==> src/rtl/refsched_pkg.sv <==
package refsched_pkg;

    localparam int unsigned PEND_W    = 4;
    localparam int unsigned PEND_MAX  = 9;
    localparam int unsigned URGENT_AT = 8;

    typedef logic [PEND_W-1:0] pend_t;

    typedef enum logic [1:0] {
        EV_NONE = 2'b00,
        EV_TICK = 2'b01,
        EV_ACK  = 2'b10,
        EV_BOTH = 2'b11
    } evt_e;

    typedef struct packed {
        logic req;
        logic urgent;
    } flags_t;

    // Cycles per average refresh interval of 7.8125 us, rounded down.
    function automatic int unsigned interval_cycles(int unsigned khz);
        longint unsigned prod;
        prod = longint'(khz) * 64'd78125;
        return int'(prod / 64'd10000000);
    endfunction

    function automatic evt_e make_evt(logic tick, logic ack);
        return evt_e'({ack, tick});
    endfunction

    function automatic pend_t pend_next(pend_t p, evt_e e);
        pend_t r;
        r = p;
        case (e)
            EV_TICK: if (p < pend_t'(PEND_MAX)) r = p + pend_t'(1);
            EV_ACK:  if (p != pend_t'(0))       r = p - pend_t'(1);
            default: r = p;
        endcase
        return r;
    endfunction

endpackage

==> src/rtl/refsched_timer.sv <==
module refsched_timer #(
    parameter int unsigned INTERVAL = 1562
) (
    input  logic clk,
    input  logic rst,
    output logic tick
);
    localparam int unsigned TW = (INTERVAL > 2) ? $clog2(INTERVAL) : 1;
    localparam logic [TW-1:0] LAST = TW'(INTERVAL - 1);

    logic [TW-1:0] cnt;

    assign tick = (cnt == LAST);

    always_ff @(posedge clk) begin
        if (rst)       cnt <= '0;
        else if (tick) cnt <= '0;
        else           cnt <= cnt + TW'(1);
    end

    // the counter wraps to zero right after an interval end
    assert_tick_wrap_R2: assert property (@(posedge clk) disable iff (rst)
        tick |=> (cnt == '0));

    // the counter only moves forward by one between interval ends
    assert_timer_step_R7: assert property (@(posedge clk) disable iff (rst)
        !tick |=> (cnt == $past(cnt) + TW'(1)));

endmodule

==> src/rtl/refsched_pending.sv <==
module refsched_pending
    import refsched_pkg::*;
(
    input  logic  clk,
    input  logic  rst,
    input  logic  tick,
    input  logic  ack,
    output pend_t pend
);
    evt_e  evt;
    pend_t pend_d;

    assign evt    = make_evt(tick, ack);
    assign pend_d = pend_next(pend, evt);

    always_ff @(posedge clk) begin
        if (rst) pend <= '0;
        else     pend <= pend_d;
    end

    assert_no_overflow_R6: assert property (@(posedge clk) disable iff (rst)
        pend <= pend_t'(PEND_MAX));

    assert_tick_inc_R2: assert property (@(posedge clk) disable iff (rst)
        (tick && !ack && pend < pend_t'(PEND_MAX)) |=> (pend == $past(pend) + pend_t'(1)));

    assert_ack_dec_R3: assert property (@(posedge clk) disable iff (rst)
        (ack && !tick && pend != '0) |=> (pend == $past(pend) - pend_t'(1)));

    assert_ack_empty_R3: assert property (@(posedge clk) disable iff (rst)
        (ack && !tick && pend == '0) |=> (pend == '0));

    assert_both_hold_R4: assert property (@(posedge clk) disable iff (rst)
        (ack && tick) |=> $stable(pend));

    assert_sat_hold_R6: assert property (@(posedge clk) disable iff (rst)
        (tick && !ack && pend == pend_t'(PEND_MAX)) |=> (pend == pend_t'(PEND_MAX)));

endmodule

==> src/rtl/refsched_flags.sv <==
module refsched_flags
    import refsched_pkg::*;
(
    input  pend_t  pend,
    output flags_t flags
);
    always_comb begin
        flags.req    = (pend != '0);
        flags.urgent = (pend >= pend_t'(URGENT_AT));
    end
endmodule

==> src/rtl/refresh_scheduler.sv <==
module refresh_scheduler
    import refsched_pkg::*;
#(
    parameter int unsigned CLK_KHZ = 200000
) (
    input  logic clk,
    input  logic rst,
    input  logic refresh_ack,
    output logic refresh_req,
    output logic refresh_urgent
);
    localparam int unsigned INTERVAL = interval_cycles(CLK_KHZ);

    logic   tick;
    pend_t  pend;
    flags_t flags;

    refsched_timer #(.INTERVAL(INTERVAL)) u_timer (
        .clk  (clk),
        .rst  (rst),
        .tick (tick)
    );

    refsched_pending u_pending (
        .clk  (clk),
        .rst  (rst),
        .tick (tick),
        .ack  (refresh_ack),
        .pend (pend)
    );

    refsched_flags u_flags (
        .pend  (pend),
        .flags (flags)
    );

    assign refresh_req    = flags.req;
    assign refresh_urgent = flags.urgent;

    // urgency never appears without a request
    assert_urgent_has_req_R5: assert property (@(posedge clk) disable iff (rst)
        refresh_urgent |-> refresh_req);

    // outputs are quiet on the cycle after a reset edge
    assert_reset_quiet_R1: assert property (@(posedge clk)
        rst |=> (!refresh_req && !refresh_urgent));

endmodule

==> config.mk <==
export PLATFORM = sky130hd
export DESIGN_NAME = refresh_scheduler
export DESIGN_NICKNAME = d
export VERILOG_FILES = /design/src/rtl/refsched_pkg.sv /design/src/rtl/refsched_timer.sv /design/src/rtl/refsched_pending.sv /design/src/rtl/refsched_flags.sv /design/src/rtl/refresh_scheduler.sv
export SDC_FILE = /design/constraint.sdc
export NUM_CORES = 1
export LEC_CHECK = 0
export ABC_AREA = 0
export CAP_MARGIN = 10
export CORE_MARGIN = 4
export CORE_UTILIZATION = 55
export DETAILED_ROUTE_END_ITERATION = 12
export PLACE_DENSITY = 0.82
export SYNTH_ARGS = -nofsm -noshare
export SYNTH_HDL_FRONTEND = slang
export SYNTH_SLANG_ARGS = --single-unit
==> constraint.sdc <==
create_clock -name clk -period 2.6 [get_ports clk]
set_input_delay 0.52 -clock clk [delete_from_list [all_inputs] [get_ports clk]]
set_output_delay 0.52 -clock clk [all_outputs]
set_load 0.01 [all_outputs]
======== Yosys cells after proc, flatten, opt, wreduce, memory -nomap -nowiden ========
Index checks and enable logic that the tools add are counted.
operators by class
  equal/unequal tests ..................... 5
  order comparisons ....................... 2
  mux-type cells .......................... 3
  reduce and logical (&&, ||, !) cells .... 4
  $add $sub $neg .......................... 3
operators with widths
  kind                                                 count
  adder 11 x 1 -> 11 bit, second input constant        1
  equality test 11 bit, second input constant          1
  2-to-1 mux 4 bit                                     2
  one-hot mux 4 bit (2 select lines)                   1
  adder 4 x 1 -> 4 bit, second input constant          1
  >= comparator 4 bit, second input constant           1
  < comparator 4 bit, second input constant            1
  nonzero test 4 bit                                   1
  subtractor 4 x 1 -> 4 bit, second input constant     1
  AND reduction 3 bit                                  1
  equality test 2 x 1 -> 1 bit, second input constant  1
  equality test 2 bit, second input constant           1
  != test 2 x 1 -> 1 bit, second input constant        1
  != test 2 bit, second input constant                 1
  nonzero test 2 bit                                   1
  OR reduction 2 bit                                   1
storage, ports and cells
  register bits after elaboration ......... 15
  output and inout bits ................... 2
  input port bits ......................... 3

======== Depth between registers and ports, before layout ========
Gate-level depths: netlist of the first run.
  word-level depth ........................ 4
  gate-level depth with buffers ........... 10
  mapped depth without buffers ............ 10

======== Cells and area by module ========
A second synthesis of the first run with hierarchy kept.
second synthesis, totals
  cell total of the unflattened synthesis .. 96
  area total of the unflattened synthesis .. 880.8 um^2
by module, submodules not included
  module            instances  sequential area each (um^2)  area each (um^2)  cells an instance
  refsched_timer    1          220.2                        518.0             56
  refsched_pending  1          80.1                         351.6             38
  refsched_flags    1          0.0                          11.3              2

======== Least setup slack after synthesis of the first run ========
OpenSTA, ideal clock, no wires.
  path type ............................... register to register
  start point ............................. reg u_timer.cnt[0]
  end point ............................... reg u_pending.pend[2]
  arrival time ............................ 1.942 ns
  setup time .............................. 0.121 ns
  cell stages (with the launch flop) ...... 10
  data required time ...................... 2.479 ns
  period minus slack after synthesis ...... 2.063 ns
  path slack .............................. 0.537 ns
  path through ............................ dfxtp_1 ha_1 nor4b_2 nand4_4 nand2_1 xnor2_1 ha_1 nor4b_1 mux2i_1 mux2_2
between the ends
  cells in the longest elaborated chain, start to end .. 4
ends and longest elaborated chain
  element                                                              RTL line                RTL
  start: declaration                                                   refsched_timer.sv:11    logic [TW-1:0] cnt;
  start signal: assignment                                             refsched_timer.sv:18    else cnt <= cnt + TW'(1);
  equality test 11 bit (*)                                             refsched_timer.sv:13    assign tick = (cnt == LAST);
  equality test 2 x 1 -> 1 bit or equality test 2 bit (tied branches)  refsched_pkg.sv:35      case (e)
  != test 2 x 1 -> 1 bit (no line), or another cell as far along       -
  AND reduction 3 bit (no line)                                        -
  end signal: assignment                                               refsched_pending.sv:18  else pend <= pend_d;
  end: declaration                                                     refsched_pending.sv:8   output pend_t pend
Mark *: on every way between the ends. The rest lies on a longest branch, timed or not.
A chain may end at the register's enable or synchronous reset.

======== Worst setup path after layout of the first run ========
Same ends and word-level chain as after synthesis.

==> qor.csv, run 1 <==
stage;metric;value;unit
sta;rsz0062_at_grt;no;
sta;finalHoldViolations;0;
floorplanning;floorplan.die_area;2120;um^2
floorplanning;die_x;46.1;um
placement;place.detailed.hpwl;1.07;mm
floorplanning;dieHeight;46.1;um
clock_network;clkLatencyLatePin;0.29;ns
final_layout;final_core_util;65.7;%
power_and_ir_drop;pwr_density_cell;699;nW/um^2
detailed_routing;drtIter0Drc;14;
final_layout;drive_gt1_share;12.0;%
critical_path;worstSetupEndpointType;register;
sta;timing.final.crit_period;2.28;ns
clock_network;clk_pin_slew;0.10;ns
critical_path;critical_path_peak_fanout;6;
detailed_routing;drt-wirelength-per-cell;13.6;um
detailed_routing;antenna_left;0;
synth;synth_area;798;um^2
sta;achievable-frequency;438;MHz
final_layout;n_antenna_cell;0;
outcome;status;complete, no violations;
power_and_ir_drop;p_leak;0.000327;uW
job;timing.max_cap.violations;0;
clock_network;bufs_on_longest_clock_path;2;
critical_path;cp_slowest_cell;sky130_fd_sc_hd__dfxtp_1;
synth;syn_area_per_cell;9.28;um^2
global_routing;grt_first_pass_wirelength;2.53;mm
clock_network;cts_inserted_buffers;3;
synth;synth_sequential_area_ratio;37.6;%
placement;preCtsSetupSlack;0.284;ns
power_and_ir_drop;irDropWorstVdd;396;uV
synth;synthesis.instances;86;
global_routing;global_route_total_overflow;0;
clock_network;cts_tree;yes;
critical_path;critical_path.cell_chain;ha_1 > nor4b_2 > nand4_4 > nand2_1 > xnor2_1 > ha_1 > nor4b_1 > mux2i_1 > mux2_2;
clock_network;cts.hold.buffers_added;0;
detailed_routing;route.detailed.drc;0;
sta;setup-violations-final;0;
critical_path;crit_path_frequent_cell;sky130_fd_sc_hd__ha_1;
clock_network;cts.repair_timing.setup_buffer_count;0;
floorplanning;rows;13;
floorplanning;ios;5;
sta;finClkSkew;0.00925;ns
final_layout;final_net_count;99;
global_routing;globalRouteTotalUtil;17.2;%
sta;timing.setup.tns;0;ns
sta;timing_worst_slew_pin_value;0.424;ns
sta;drv_slew;0;
global_routing;largest_net_degree_at_the_start_of_global_routing;12;
floorplanning;core_area;1330;um^2
clock_network;cts.root.buffer_cell;sky130_fd_sc_hd__clkbuf_4;
synth;synth.lib_cells_used.distinct;29;
sta;slew-limit-headroom;71.7;%
detailed_routing;number_of_vias_in_the_routed_layout;600;
global_routing;vias_in_the_first_global_route;576;
clock_network;ctsResizeCount;0;
clock_network;cts_sinks;15;
synth;synth_fp_nets;92;
clock_network;htreeDepth;1;
sta;finalWorstSetupSlack;0.318;ns
placement;io_buffer_count;4;
synth;postSynthRegisterBits;15;
synth;synth_warnings;0;
power_and_ir_drop;fin_total_pwr;612;uW
final_layout;areaGrowthSynthToFinish;9.72;%
critical_path;max_stage_delay;0.39;ns
detailed_routing;finalWirelength;1.46;mm
critical_path;crit_path_start_kind;register;
placement;globalplace.congestion;0.726;
critical_path;timing.critical_path.arrival;2.47;ns
sta;holdWs;0.473;ns
critical_path;required;2.79;ns
floorplanning;initial_utilization;59.8;%
global_routing;initial_antenna_violation_count;0;
detailed_routing;drt-vias-per-instance;5.61;
detailed_routing;drt_pass1_iterations;4;
sta;period_share;87.8;%
critical_path;worst-setup-path-type;reg2reg;
hold_path;hold_class;reg2reg;
## report_power, final
part / internal (uW) / switching [uW]
clock: 57.2 / 78.9
sequential: 249 / 35.0
combinational: 119 / 72.0
## sequential cells by signal, summed over array words and instances, names as in the netlist
| register | flops |
|---|---|
| u_pending.pend | 4 |
| u_timer.cnt | 11 |
## layer usage
layer	part of all wire, %	routed length (um)	vias up	track usage (%)
li1	-	-	306	-
met4	1.5	22	0	10.2
met1	46	674	283	20.2
met5	0	0	-	0
met3	1.9	28	4	3.52
met2	50	732	7	28.3
## cells by family after synthesis
| family | synth area share (%) |
|---|---|
| compound gates | 3.14 |
| xor+xnor | 11.0 |
| fa+ha+maj | 4.70 |
| buf+inv | 2.51 |
| flops | 37.6 |
| mux | 8.62 |
| simple gates | 32.4 |
## layout make-up
| class | instances | area, um^2 |
|---|---|---|
| inverter | 3 | 11.3 |
| sequential | 15 | 300 |
| clock inverter | 1 | 5.00 |
| tap | 15 | 18.8 |
| timing repair buffer | 4 | 40.0 |
| fill | 121 | 458 |
| clock buffer | 3 | 22.5 |
| multi-input combinational | 66 | 478 |
## final timing paths
kind	from	end	slack, ns	depth (start not counted)
worst max-delay path	u_timer.cnt[0]$_SDFF_PP0_	u_pending.pend[2]$_SDFFE_PP0P_	0.32	9
worst min register to register	u_timer.cnt[0]$_SDFF_PP0_	u_timer.cnt[0]$_SDFF_PP0_	0.47	1
worst max register to register	u_timer.cnt[0]$_SDFF_PP0_	u_pending.pend[2]$_SDFFE_PP0P_	0.32	9
worst min-delay path	u_timer.cnt[0]$_SDFF_PP0_	u_timer.cnt[0]$_SDFF_PP0_	0.47	1
## Yosys cell counts
master / instances / share of area, %
sky130_fd_sc_hd__nor2_1: 18 / 8.5
sky130_fd_sc_hd__dfxtp_1: 15 / 38
sky130_fd_sc_hd__xnor2_1: 8 / 8.8
sky130_fd_sc_hd__nand2_1: 4 / 1.9
sky130_fd_sc_hd__nand3_1: 4 / 2.5
sky130_fd_sc_hd__ha_1: 3 / 4.7
sky130_fd_sc_hd__inv_1: 3 / 1.4
sky130_fd_sc_hd__nand2b_1: 3 / 2.4
sky130_fd_sc_hd__nor2b_1: 3 / 2.4
sky130_fd_sc_hd__nor3_1: 3 / 1.9
sky130_fd_sc_hd__mux2i_1: 2 / 2.5
sky130_fd_sc_hd__nor4_1: 2 / 1.6
sky130_fd_sc_hd__xor2_1: 2 / 2.2
sky130_fd_sc_hd__a311oi_1: 1 / 1.1
sky130_fd_sc_hd__and2_4: 1 / 1.1
sky130_fd_sc_hd__and4bb_1: 1 / 1.6
sky130_fd_sc_hd__buf_2: 1 / 0.63
sky130_fd_sc_hd__clkbuf_1: 1 / 0.47
sky130_fd_sc_hd__mux2_2: 1 / 1.4
sky130_fd_sc_hd__mux2_4: 1 / 1.9
sky130_fd_sc_hd__mux2i_4: 1 / 2.8
sky130_fd_sc_hd__nand4_1: 1 / 0.78
sky130_fd_sc_hd__nand4_4: 1 / 2.7
sky130_fd_sc_hd__nor3b_1: 1 / 0.94
sky130_fd_sc_hd__nor4b_1: 1 / 1.1
sky130_fd_sc_hd__nor4b_2: 1 / 1.9
sky130_fd_sc_hd__o21a_1: 1 / 0.94
sky130_fd_sc_hd__o31a_1: 1 / 1.1
sky130_fd_sc_hd__or4_4: 1 / 1.4
## placed cells by master, fill, tap and decap left out, drive strengths merged
cell type,count
nor2b,3
a311oi,1
nor3b,1
nor4,2
and2,1
mux2i,3
inv,3
nand2b,3
xor2,2
mux2,2
ha,3
nand4,2
nor2,18
clkinv,1
nor4b,2
nand3,4
or4,1
clkdlybuf4s50,4
o21a,1
o31a,1
dfxtp,15
clkbuf,3
nor3,3
nand2,4
and4bb,1
xnor2,8
## worst max-delay path, delay by kind of cell, from the launching register on
family | cells | cell delay [ns]
adders and majority gates | 2 | 0.35
muxes | 2 | 0.40
xor gates and xnor gates | 1 | 0.08
DFF | 1 | 0.39
and+or+nand+nor | 4 | 0.97
## metrics by stage
stage	instances	area, um^2
detailed placement	103	848
floorplan	86	798
global route	107	876
CTS	107	876
finish	107	876
global placement	103	848
Note: power is estimated with default switching activity, not from simulation.
==> inputs of run 2 (changes only) <==
--- a/config.mk
+++ b/config.mk
@@ -10,7 +10,8 @@
 export CORE_MARGIN = 4
 export CORE_UTILIZATION = 55
 export DETAILED_ROUTE_END_ITERATION = 12
-export PLACE_DENSITY = 0.82
+export PLACE_DENSITY = 0.81
 export SYNTH_ARGS = -nofsm -noshare
 export SYNTH_HDL_FRONTEND = slang
+export SYNTH_HIERARCHICAL = 1
 export SYNTH_SLANG_ARGS = --single-unit
==> run 2 against run 1 <==
  * First-iteration DRC count shrank 7.1%
  * Hold slack improved by 0.030 ns
  * Largest cell class unchanged
  * Non-clock buffer count increased by 7
  * Worst setup slack lost 0.096 ns
  * Flip-flop and latch count did not move
  * Combinational power shrank 40%
  * Area after synthesis up 10%
  * Utilization is 1.1 points higher
==> qor.csv, run 2 <==
stage;metric;value;unit
synth;synth_sequential_area_ratio;34.1;%
power_and_ir_drop;irDropWorstVdd;399;uV
final_layout;drive_gt1_share;18.5;%
synth;synth_warnings;6;
global_routing;globalRouteTotalUtil;17.5;%
clock_network;cts_inserted_buffers;3;
power_and_ir_drop;switching_share;29.0;%
synth;most_area_hungry_cell_type_in_the_yosys_netlist;sky130_fd_sc_hd__dfxtp_1;
detailed_routing;drtIter0Drc;13;
critical_path;worstSetupEndpointType;register;
placement;io_buffer_count;4;
critical_path;max_stage_delay;0.36;ns
job;timing.max_cap.violations;0;
critical_path;crit_path_start_kind;register;
detailed_routing;route.detailed.drc;0;
detailed_routing;antenna_left;0;
synth;post_synth_edffs;0;
sta;timing.setup.tns;0;ns
placement;globalplace.congestion;0.818;
synth;synth_fp_nets;105;
final_layout;number_of_flip_flops_in_the_largest_register;11;
floorplanning;rows;14;
final_layout;final_net_count;118;
critical_path;critical_path_peak_fanout;6;
placement;dpl_cell_area;966;um^2
final_layout;layout.cells.most_common;sky130_fd_sc_hd__dfxtp_1;
sta;timing.final.crit_period;2.38;ns
critical_path;crit_path_frequent_cell;sky130_fd_sc_hd__ha_1;
critical_path;cp_slowest_cell;sky130_fd_sc_hd__dfxtp_1;
clock_network;cts.hold.buffers_added;0;
clock_network;cts_tree;yes;
critical_path;worst_path_dominant_cell_family;adder cells;
detailed_routing;drt_pass1_iterations;4;
final_layout;areaGrowthSynthToFinish;14.2;%
floorplanning;initial_utilization;58.5;%
clock_network;cts.root.buffer_cell;sky130_fd_sc_hd__clkbuf_4;
global_routing;vias_in_the_first_global_route;701;
clock_network;cts_sinks;15;
outcome;status;complete, no violations;
clock_network;clkLatencyLatePin;0.28;ns
floorplanning;die_x;48.0;um
power_and_ir_drop;pwr_density_cell;510;nW/um^2
power_and_ir_drop;power.share.combinational;22.5;%
final_layout;largestRegisters;u_timer/cnt: 11 flops, u_pending/pend: 4 flops;
sta;rsz0062_at_grt;no;
final_layout;post-route-cell-area;1010;um^2
sta;finalHoldViolations;0;
detailed_routing;drt-wirelength-per-cell;14.2;um
synth;synth-main-ff-cell;sky130_fd_sc_hd__dfxtp_1;
global_routing;global_route_total_overflow;0;
synth;synth_area;881;um^2
clock_network;bufs_on_longest_clock_path;2;
critical_path;cp.buffers_inverters;2;
critical_path;timing.critical_path.arrival;2.56;ns
detailed_routing;number_of_vias_in_the_routed_layout;751;
power_and_ir_drop;p_leak;0.000369;uW
final_layout;top_reg_by_flops;u_timer/cnt;
global_routing;grt_first_pass_wirelength;2.82;mm
floorplanning;core_area;1510;um^2
clock_network;clk_pin_slew;0.09;ns
global_routing;largest_net_degree_at_the_start_of_global_routing;11;
synth;ys_top_cells_by_area;sky130_fd_sc_hd__dfxtp_1, sky130_fd_sc_hd__ha_1, sky130_fd_sc_hd__a21oi_1, sky130_fd_sc_hd__nand3_1, sky130_fd_sc_hd__o21ai_0;
critical_path;critical_path.cell_chain;inv_1 > ha_1 > nand4b_1 > nor4_2 > inv_1 > ha_1 > xor2_1 > ha_1 > a21oi_1 > xnor2_1 > a21oi_1 > a31o_1;
power_and_ir_drop;proportion_of_power_drawn_by_the_clock_network;25.2;%
floorplanning;dieHeight;48.0;um
synth;post-synth-top-count-cell;sky130_fd_sc_hd__dfxtp_1;
floorplanning;ios;5;
sta;period_share;91.5;%
final_layout;final_core_util;66.8;%
synth;synthesis.instances;96;
hold_path;hold_class;reg2reg;
synth;async_set_reset_flop_share_out_of_synthesis;0;%
final_layout;most-common-layout-cells;sky130_fd_sc_hd__dfxtp_1, sky130_fd_sc_hd__a21oi_1, sky130_fd_sc_hd__nor2_1, sky130_fd_sc_hd__buf_4;
detailed_routing;drt-vias-per-instance;6.06;
final_layout;n_antenna_cell;0;
power_and_ir_drop;power.internal;364;uW
synth;ys_top_cells_by_count;sky130_fd_sc_hd__dfxtp_1, sky130_fd_sc_hd__a21oi_1, sky130_fd_sc_hd__nor2_1;
floorplanning;floorplan.die_area;2310;um^2
critical_path;worst-setup-path-type;reg2reg;
sta;finClkSkew;0.00480;ns
power_and_ir_drop;netSwitchingPower;149;uW
sta;achievable-frequency;420;MHz
sta;drv_slew;0;
synth;syn_area_per_cell;9.18;um^2
synth;synth.lib_cells_used.distinct;33;
placement;place.detailed.hpwl;1.31;mm
synth;yosysTopAreaCellShare;34.1;%
global_routing;initial_antenna_violation_count;0;
detailed_routing;finalWirelength;1.76;mm
critical_path;required;2.78;ns
sta;timing_worst_slew_pin_value;0.530;ns
clock_network;htreeDepth;1;
power_and_ir_drop;share_seq_of_total_power;52.3;%
synth;postSynthRegisterBits;15;
sta;setup-violations-final;0;
sta;holdWs;0.502;ns
sta;slew-limit-headroom;64.3;%
-- run 2: power by group through the flow --
| stage | logic [uW] | registers, uW | clock network, uW |
|---|---|---|---|
| finish | 115 | 268 | 129 |
| global route | 126 | 271 | 149 |
| CTS | 116 | 268 | 134 |
| detailed placement | 115 | 273 | 0 |
| global placement | 112 | 272 | 0 |
| floorplan | 86.8 | 266 | 0 |
-- run 2: logic make-up after synthesis --
| family | synth area share [%] |
|---|---|
| and+or+nand+nor | 24.3 |
| AOI/OAI and AO/OA | 22.3 |
| DFF | 34.1 |
| buffers and inverters | 4.83 |
| xor gates and xnor gates | 5.97 |
| adders and majority gates | 8.52 |
-- run 2: tightest hold or removal path, cell delays in order, from the launching register on --
cell	delay [ns]
sky130_fd_sc_hd__dfxtp_1	0.34
sky130_fd_sc_hd__o31ai_1	0.07
sky130_fd_sc_hd__a21oi_1	0.05
-- run 2: stage by stage --
step | power [uW] | instances | worst slack [ns]
global placement | 383 | 119 | 0.151
CTS | 518 | 123 | 0.0134
finish | 513 | 124 | 0.222
global route | 546 | 124 | 0.0225
detailed placement | 388 | 119 | 0.0167
floorplan | 353 | 96 | 0.269
-- run 2: worst paths after layout --
kind	from	end	slack, ns	depth (start not counted)
worst max-delay path	u_timer/cnt[1]$_SDFF_PP0_	u_pending/pend[2]$_SDFFE_PP0P_	0.22	12
worst min register to register	u_timer/cnt[10]$_SDFF_PP0_	u_timer/cnt[10]$_SDFF_PP0_	0.50	2
worst min-delay path	u_timer/cnt[10]$_SDFF_PP0_	u_timer/cnt[10]$_SDFF_PP0_	0.50	2
worst max register to register	u_timer/cnt[1]$_SDFF_PP0_	u_pending/pend[2]$_SDFFE_PP0P_	0.22	12
-- run 2: final cells by class --
type | instances | area [um^2]
sequential | 15 | 300
inverter | 6 | 22.5
timing repair buffer | 11 | 92.6
multi-input combinational | 72 | 544
fill | 136 | 500
clock buffer | 4 | 26.3
tap | 16 | 20.0
-- run 2: layer usage --
metal | wire length, um | share of wire (%) | vias to the layer above | global-route usage (%)
li1 | - | - | 380 | -
met1 | 767 | 44 | 355 | 18.1
met2 | 928 | 53 | 11 | 30.6
met3 | 34 | 1.9 | 5 | 5.26
met4 | 28 | 1.6 | 0 | 10.8
met5 | 0 | 0 | - | 0
-- run 2: timing repair --
item                                   4_1_cts  5_1_grt
endpoints found under the hold margin        0        0
resized for setup                            0        1
setup buffers                                0        1
setup endpoints to repair                    0        2
==> inputs of run 3 (changes only) <==
--- a/config.mk
+++ b/config.mk
@@ -11,6 +11,8 @@
 export CORE_UTILIZATION = 55
 export DETAILED_ROUTE_END_ITERATION = 12
 export PLACE_DENSITY = 0.81
+export SETUP_SLACK_MARGIN = 0.5
+export SKIP_LAST_GASP = 1
 export SYNTH_ARGS = -nofsm -noshare
 export SYNTH_HDL_FRONTEND = slang
 export SYNTH_HIERARCHICAL = 1
==> run 3 against run 2 <==
  * Final cell count is 2.4% higher
  * Global-route usage is 1.2 points higher
  * Power is 5.4% higher
  * Critical endpoint unchanged
  * First-iteration DRC count is 7.7% higher
  * Design area is 12% higher
  * Clock skew is 0.0020 ns lower
  * Maximum frequency is 8.7% higher
  * Largest cell class unchanged
  * Non-clock buffer count is 3 higher
  * Die area stayed put
  * Combinational power is 17% higher
  * Utilization is 8.2 points higher
==> qor.csv, run 3 (synthesis results as in run 2) <==
stage;metric;value;unit
outcome;status;complete, no violations;
final_layout;largestRegisters;u_timer/cnt: 11 flops, u_pending/pend: 4 flops;
final_layout;n_antenna_cell;0;
detailed_routing;route.detailed.drc;0;
detailed_routing;drt_pass1_iterations;4;
global_routing;vias_in_the_first_global_route;696;
detailed_routing;antenna_left;0;
final_layout;number_of_flip_flops_in_the_largest_register;11;
floorplanning;dieHeight;48.0;um
floorplanning;rows;14;
sta;rsz0062_at_grt;yes;
placement;place.detailed.hpwl;1.30;mm
job;timing.max_cap.violations;0;
sta;finClkSkew;0.00282;ns
floorplanning;initial_utilization;58.5;%
critical_path;cp.buffers_inverters;2;
final_layout;top_reg_by_flops;u_timer/cnt;
placement;place.detailed.instances;115;
critical_path;worst_path_dominant_cell_family;adder cells;
critical_path;max_stage_delay;0.33;ns
sta;setup-violations-final;0;
placement;globalplace.congestion;0.761;
placement;io_buffer_count;4;
detailed_routing;drtIter0Drc;14;
final_layout;most-common-layout-cells;sky130_fd_sc_hd__buf_4, sky130_fd_sc_hd__dfxtp_1, sky130_fd_sc_hd__nor2_1;
sta;timing_worst_slew_pin_value;0.461;ns
critical_path;number_of_cells_on_the_worst_reg_to_reg_path;12;
clock_network;clk_pin_slew;0.09;ns
detailed_routing;finalWirelength;1.91;mm
global_routing;initial_antenna_violation_count;0;
floorplanning;core_area;1510;um^2
final_layout;drive_gt1_share;38.7;%
global_routing;largest_net_degree_at_the_start_of_global_routing;11;
sta;finalHoldViolations;0;
detailed_routing;drt-vias-per-instance;6.06;
sta;timing.final.crit_period;2.19;ns
final_layout;multi_input_gate_area;634;um^2
power_and_ir_drop;irDropWorstVdd;301;uV
clock_network;htreeDepth;1;
floorplanning;ios;5;
critical_path;worst-setup-path-type;reg2reg;
sta;timing.setup.tns;0;ns
clock_network;bufs_on_longest_clock_path;2;
clock_network;cts_sinks;15;
final_layout;layout.filler_cells;108;
critical_path;crit_path_start_kind;register;
final_layout;areaGrowthSynthToFinish;28.3;%
final_layout;final_net_count;121;
global_routing;grt_first_pass_wirelength;2.94;mm
critical_path;worstSetupEndpointType;register;
hold_path;min_delay_path_depth;2;
detailed_routing;drt-wirelength-per-cell;15.0;um
clock_network;cts.hold.buffers_added;0;
power_and_ir_drop;pwr_density_cell;478;nW/um^2
power_and_ir_drop;p_leak;0.000399;uW
hold_path;hold_class;reg2reg;
floorplanning;die_x;48.0;um
sta;drv_slew;0;
final_layout;sequential_cell_area;312;um^2
sta;holdWs;0.533;ns
global_routing;global_route_total_overflow;0;
final_layout;layout.cells.most_common;sky130_fd_sc_hd__buf_4;
sta;slew-limit-headroom;68.9;%
clock_network;clkLatencyLatePin;0.29;ns
clock_network;cts.root.buffer_cell;sky130_fd_sc_hd__clkbuf_4;
global_routing;globalRouteTotalUtil;18.8;%
critical_path;worstSetupPathDepth;12;
critical_path;required;2.79;ns
sta;period_share;84.1;%
critical_path;timing.critical_path.arrival;2.38;ns
floorplanning;floorplan.die_area;2310;um^2
critical_path;cp_slowest_cell;sky130_fd_sc_hd__dfxtp_2;
critical_path;critical_path.cell_chain;inv_2 > ha_4 > nand4b_1 > nor4_4 > inv_2 > ha_4 > xor2_1 > ha_2 > a21oi_2 > xnor2_2 > a21oi_2 > a31o_1;
final_layout;final_cells;127;
detailed_routing;number_of_vias_in_the_routed_layout;769;
critical_path;critical_path_peak_fanout;5;
final_layout;final_core_util;75.0;%
clock_network;cts_tree;yes;
clock_network;cts_inserted_buffers;3;
sta;achievable-frequency;457;MHz
## run 3: area by class of cell
| cell class | count | area share [%] |
|---|---|---|
| Timing Repair Buffer | 14 | 10.1 |
| Tap cell | 16 | 1.77 |
| Sequential cell | 15 | 27.6 |
| Multi-Input combinational cell | 72 | 56.1 |
| Inverter | 6 | 1.99 |
| Clock inverter | 1 | 0.443 |
| Clock buffer | 3 | 1.99 |
## run 3: path summary, 6_finish.rpt
kind / to / slack (ns) / start
setup / recovery: u_pending/pend[2]$_SDFFE_PP0P_ / 0.41 / u_timer/cnt[1]$_SDFF_PP0_
hold / removal: u_timer/cnt[5]$_SDFF_PP0_ / 0.53 / u_timer/cnt[5]$_SDFF_PP0_
setup reg to reg: u_pending/pend[2]$_SDFFE_PP0P_ / 0.41 / u_timer/cnt[1]$_SDFF_PP0_
hold reg to reg: u_timer/cnt[5]$_SDFF_PP0_ / 0.53 / u_timer/cnt[5]$_SDFF_PP0_
## run 3: report_power, final
group / leakage [uW] / internal [uW] / switching (uW)
sequential: 0.000125 / 246 / 26.5
clock: 0.0000177 / 57.3 / 75.8
combinational: 0.000256 / 71.3 / 63.9
## run 3: layer usage
metal / vias up / track usage, % / wire (um)
li1: 389 / - / -
met1: 351 / 18.4 / 783
met2: 23 / 35.6 / 1000
met3: 6 / 4.51 / 83
met4: 0 / 9.68 / 40
met5: - / 0 / 0
## run 3: worst min-delay path, cell delays in order, from the launching register on
cell and delay, ns:
sky130_fd_sc_hd__dfxtp_2 0.36, sky130_fd_sc_hd__o21ai_0 0.08, sky130_fd_sc_hd__a21oi_1 0.06
## run 3: repair_timing
action                                 4_1_cts  5_1_grt
setup endpoints to repair                    3        4
pin swaps                                    6        4
endpoints found under the hold margin        0        0
gates resized for setup                     13        9
buffers inserted                             7        1
## run 3: stage by stage
stage	setup WS (ns)	instance area, um^2	total power, uW
after floorplan	0.474	903	355
after global placement	0.225	958	384
after detailed placement	0.173	958	388
after CTS	0.346	1090	538
after global routing	0.294	1130	570
final	0.412	1130	540
